`src/rtl/runpar_pkg.sv`:
```
package runpar_pkg;

    localparam int unsigned RP_STATE_W = 2;

    // Reduced machine: the start condition and an even zero run share one code.
    typedef enum logic [RP_STATE_W-1:0] {
        RP_REST  = 2'b00,
        RP_ODD0  = 2'b01,
        RP_ODD1  = 2'b10,
        RP_EVEN1 = 2'b11
    } rp_state_e;

    typedef struct packed {
        rp_state_e st;
        logic      viol;
    } rp_regs_t;

endpackage

```
`src/rtl/runpar_step.sv`:
```
module runpar_step
    import runpar_pkg::*;
(
    input  rp_state_e st_i,
    input  logic      bit_i,
    output rp_state_e st_o,
    output logic      brk_o
);

    // Mealy transition and output table of the reduced machine
    always_comb begin
        st_o  = st_i;
        brk_o = 1'b0;
        unique case (st_i)
            RP_REST: begin
                st_o = bit_i ? RP_ODD1 : RP_ODD0;
            end
            RP_ODD0: begin
                if (bit_i) begin
                    st_o  = RP_ODD1;
                    brk_o = 1'b1;   // zero run closed at odd length
                end else begin
                    st_o  = RP_REST;
                end
            end
            RP_ODD1: begin
                st_o = bit_i ? RP_EVEN1 : RP_ODD0;
            end
            RP_EVEN1: begin
                if (bit_i) begin
                    st_o  = RP_ODD1;
                end else begin
                    st_o  = RP_ODD0;
                    brk_o = 1'b1;   // one run closed at even length
                end
            end
            default: begin
                st_o = RP_REST;
            end
        endcase
    end

endmodule

```
`src/rtl/runpar_detector.sv`:
```
module runpar_detector
    import runpar_pkg::*;
(
    input  logic                  clk,
    input  logic                  rst,
    input  logic                  din,
    input  logic                  din_vld,
    output logic                  viol,
    output logic [RP_STATE_W-1:0] state_code
);

    rp_regs_t  r_d, r_q;
    rp_state_e step_st;
    logic      step_brk;

    runpar_step i_step (
        .st_i  (r_q.st),
        .bit_i (din),
        .st_o  (step_st),
        .brk_o (step_brk)
    );

    always_comb begin
        r_d      = r_q;
        r_d.viol = 1'b0;
        if (din_vld) begin
            r_d.st   = step_st;
            r_d.viol = step_brk;
        end
    end

    always_ff @(posedge clk) begin
        if (rst) begin
            r_q.st   <= RP_REST;
            r_q.viol <= 1'b0;
        end else begin
            r_q <= r_d;
        end
    end

    assign viol       = r_q.viol;
    assign state_code = r_q.st;

endmodule

```
`config.mk`:
```
export PLATFORM = sky130hd
export DESIGN_NAME = runpar_detector
export DESIGN_NICKNAME = d
export VERILOG_FILES = /design/src/rtl/runpar_pkg.sv /design/src/rtl/runpar_step.sv /design/src/rtl/runpar_detector.sv
export SDC_FILE = /design/constraint.sdc
export NUM_CORES = 1
export LEC_CHECK = 0
export BUFFER_PORTS_ARGS = -buffer_cell sky130_fd_sc_hd__clkbuf_2
export CORE_AREA = 2 2 39 41
export DETAILED_ROUTE_END_ITERATION = 16
export DIE_AREA = 0 0 41 43
export PLACE_DENSITY = 0.32
export SYNTH_ARGS = -nofsm -noshare
export SYNTH_HDL_FRONTEND = slang
export SYNTH_SLANG_ARGS = --single-unit
```
`constraint.sdc`:
```
create_clock -name clk -period 3.6 [get_ports clk]
set_input_delay 0 -clock clk [delete_from_list [all_inputs] [get_ports clk]]
set_output_delay 0 -clock clk [all_outputs]
set_load 0.02 [all_outputs]
```
==> Yosys cells after proc, flatten, opt, wreduce, memory -nomap -nowiden <==
Cells that the tools add are included.
{ "totals": {"regBits": 3, "input_bits": 4, "wordCells": 16} }
{ "classes": {"n_eq_ne": 3, "n_mux": 7, "bitwise": 1, "n_reduce_logical": 3} }
{ "ops": {"columns": ["cell", "n"], "rows": [
  ["$mux W2", 3],
  ["$pmux W2 S3", 1],
  ["$eq A2 B2 Y1 const B", 2],
  ["$reduce_or A2 Y1", 2],
  ["$eq A2 B1 Y1 const B", 1],
  ["$logic_not A2 Y1", 1],
  ["$mux W1", 2],
  ["$pmux W1 S2", 1],
  ["$not A1 Y1", 1]
]} }

==> Logic depth before layout (Yosys ltp) <==
{ "logic_depth": {"depth_word": 3, "mapped_depth": 4, "depth_no_buf": 4} }

==> Cells and area by module <==
Synthesis repeated with hierarchy kept, for this count alone.
{ "hier_totals": {"hier_cells": 18, "hier_area_um2": 185.2} }
{ "by_module_without_submodules": {"columns": ["mod", "n_inst", "cells_per_inst", "area_each_um2", "seq_area_each_um2"], "rows": [
  ["runpar_detector", 1, 8, 97.6, 60.1],
  ["runpar_step", 1, 10, 87.6, 0.0]
]} }

==> Worst setup path after synthesis <==
No wires, ideal clock.
{ "synth_path": {"path_type": "flip-flop to flip-flop", "start": "reg r_q (netlist bit state_code[0])", "end": "reg r_q (netlist bit state_code[1])", "setup_ns": 0.131, "arrival_ns": 1.263, "setup_slack_ns": 2.205, "path_stages_with_launch": 5, "path_buffers": 0, "synth_period_minus_slack_ns": 1.395, "cell_sequence": "dfxtp_1 -> inv_1 -> ha_1 -> o311ai_0 -> a21oi_1"} }
{ "synth_between": {"elab_chain_cells": 3, "elab_cells_between_ends": 6, "cone_classes": "3 x eq/ne; 1 x mux; 2 x reduce/logical"} }
{ "synth_lines": {"columns": ["element", "line_no", "text"], "rows": [
  ["start: declaration", "runpar_detector.sv:12", "rp_regs_t r_d, r_q;"],
  ["start signal: assignment", "runpar_detector.sv:37", "r_q <= r_d;"],
  ["$eq A2 B2 Y1 or $logic_not A2 Y1 (tied branches)", "runpar_step.sv:14", "unique case (st_i)"],
  ["$reduce_or A2 Y1 (no line)", null, null],
  ["$pmux W2 S3 *", "runpar_step.sv:14", null]
]} }
Every way passes the cells marked *; elsewhere a longest branch is shown, timed or not.
A chain may end at the register's enable or synchronous reset.

==> Worst setup path in the final report <==
Ends and elaborated chain as after synthesis.

==> results by group <==
Status
  • Outcome: complete, no violations

Clock tree
  • Num CTS Buffers: 3
  • Clock Path Buffers: 2
  • Post-CTS Setup Bufs: 0
  • H-Tree Depth: 1
  • PostCTS Resize Cnt: 0
  • Clk slew on worst S/H paths: 0.04 ns
  • CTS tree: done
  • Root Buffer: clkbuf_4
  • Clk_lat worst skew: 0.23 ns
  • CTS Sinks: 3

GRT
  • Antenna violations before repair: 0
  • First-pass GRT wire length: 648 microns
  • Overall Global Routing Usage: 6.10%
  • Largest net degree at the start of global routing: 6
  • GR Overflow Total: 0
  • Vias in the first global route: 184

Worst setup path
  • Slowest library cell on the worst path: dfxtp_1
  • Arrival @ worst endpoint: 1.46 ns
  • Cell Chain, Critical Path: inv_1 -> ha_1 -> o311ai_0 -> a21oi_1
  • Worst Path Required: 3.70 ns
  • Buf/Inv on CP: 1
  • Crit Path Max Fanout: 5
  • Crit-path max cell delay: 0.39 ns
  • Worst setup EP type: flop
  • Crit path kind: reg2reg
  • Top Family by Delay on Critical Path: compound AO/OA/AOI/OAI gates
  • Startpoint types: flop

Power
  • VDD IR max: 0.0648 mV
  • Leak: 0.125 nW
  • Tot Pwr: 0.115 mW
  • Pwr Density: 426 nW/um^2

Die
  • Initial Util: 13.3%
  • DIE HEIGHT: 43 microns
  • Top-Level Pins: 7
  • Core area: 1380 sq um
  • Area of the die: 1760 sq um
  • Rows: 14
  • Die X: 41 microns

Drt
  • Vias post-DR: 165
  • Routed wire per std cell: 9.93 microns
  • Antenna viol nets, final: 0
  • DRT Wirelength: 447 microns
  • Residual DRC: 0
  • Vias per cell: 3.67
  • Iter 0 DRT Violations: 1
  • Router iterations before antenna repair: 2

Synth
  • Post-synthesis xor/xnor area fraction: 0%
  • Simple-Gate Fraction of Synth Area: 13.6%
  • Post-synthesis compound-gate area fraction: 15.0%
  • Synthesized area: 184 sq um
  • Cells after synthesis: 18
  • Distinct cell type count after synthesis: 10
  • Post-Synth Adder-Cell Area: 27.2%
  • Yosys reg bits: 3
  • Syn avg cell area: 10.2 sq um
  • Mux contribution to synthesized area: 5.44%
  • Register area share after synthesis: 32.7%
  • Combinational family with the most area after synthesis: adder cells
  • Syn. warnings: 0
  • Net Count, Synth: 26

Timing
  • Min Tclk post-route: 1.35 ns
  • Fin Setup TNS: 0 ns
  • Worst rel slew slack: 78.6%
  • Fin crit share: 37.6%
  • RSZ-0062 raised after global routing: false
  • Count of final setup violators: 0
  • Setup ws final: 2.25 ns
  • Final Hold Viols: 0
  • Fmax: 739 MHz
  • Final Slew Violations: 0
  • Worst-Margin Slew: 0.316 ns
  • Final Skew: 0.00122 ns

Cells and area
  • Area of the multi-input gates: 113 sq um
  • Final core utilization: 19.5%
  • # fillers: 160
  • Register area: 60.1 sq um
  • Area delta synth->final: 46.9%
  • Final #Nets: 38
  • Layout cells sized above 1: 34.5%
  • Ant diodes: 0

Place
  • Final HPWL from detailed placement: 322 microns
  • Pre-CTS setup slack: 2.24 ns
  • Placer congestion estimate: 0.586
  • I/O Buffers: 6

Worst hold path
  • Hold WC Path Type: in2reg

Job
  • Max-capacitance violation count: 0
-- registers in the layout, summed over array words and instances (netlist names) --
name / flops
state_code: 2
viol: 1
-- per-layer routing --
| metal | up-vias | wire (microns) | GRT usage, % |
|---|---|---|---|
| li1 | 84 | - | - |
| met2 | 7 | 228 | 9.06 |
| met4 | 0 | 0 | 10.0 |
| met3 | 0 | 26 | 0 |
| met1 | 74 | 192 | 5.40 |
| met5 | - | 0 | 0 |
-- kinds of logic after synthesis --
logic type | count (synthesis)
flip-flops | 3
multiplexers | 1
buffers and inverters | 3
AND/OR/NAND/NOR | 3
AO/OA/AOI/OAI | 4
adder cells (fa/ha/maj) | 4
-- power by group --
part	total [mW]	switching, mW	internal (mW)	leakage, nW
Sequential	0.0380	0.00260	0.0354	0.0245
Clock	0.0592	0.0176	0.0415	0.0150
Combinational	0.0179	0.00976	0.00810	0.0860
Total	0.115	0.0300	0.0851	0.125
-- through the flow --
stage          std cells  instance area (sq um)  hold slack [ns]
2_1_floorplan         18                    184           0.0691
3_3_place_gp          40                    234            0.209
3_5_place_dp          40                    234            0.213
4_1_cts               45                    270           0.0318
5_1_grt               45                    270           0.0404
6_report              45                    270           0.0323
-- Yosys cell counts --
library cell	count	share of area, %
mux2i_1	1	5.4
ha_1	4	27
or3b_1	1	4.8
nor3b_1	1	4.1
a21oi_1	2	5.4
dfxtp_1	3	33
inv_1	3	6.1
o32ai_1	1	4.8
nand2b_2	1	4.8
o311ai_0	1	4.8
-- area by class of cell --
type | count | area share (%)
Clock buffer | 4 | 9.72
Sequential cell | 3 | 22.2
Tap cell | 16 | 7.41
Multi-Input combinational cell | 12 | 41.7
Inverter | 3 | 4.17
Timing Repair Buffer | 7 | 14.8
-- cell usage in the layout (no fill, tap or decap), types with 2 or more instances in the layout --
master / n
clkbuf_2: 6
dfxtp_1: 3
ha_1: 4
a21oi_1: 2
inv_1: 3
clkbuf_4: 3
-- repair_timing --
| action | 4_1_cts | 5_1_grt |
|---|---|---|
| endpoints found under the setup margin | 0 | 0 |
| hold buffers | 1 | 0 |
| endpoints found under the hold margin | 2 | 0 |
-- worst paths after layout --
kind,to,slack [ns],depth (start not counted),start
hold reg to reg,state_code[1],0.54,2,state_code[1]
setup / recovery,state_code[1],2.25,4,state_code[0]
setup reg to reg,state_code[1],2.25,4,state_code[0]
hold / removal,state_code[0],0.03,2,din_vld
-- worst register-to-register path: stages (launching register included) --
cell and delay, ns:
dfxtp_1 0.39, inv_1 0.09, ha_1 0.31, o311ai_0 0.34, a21oi_1 0.10
(Power assumes the default switching activity.)
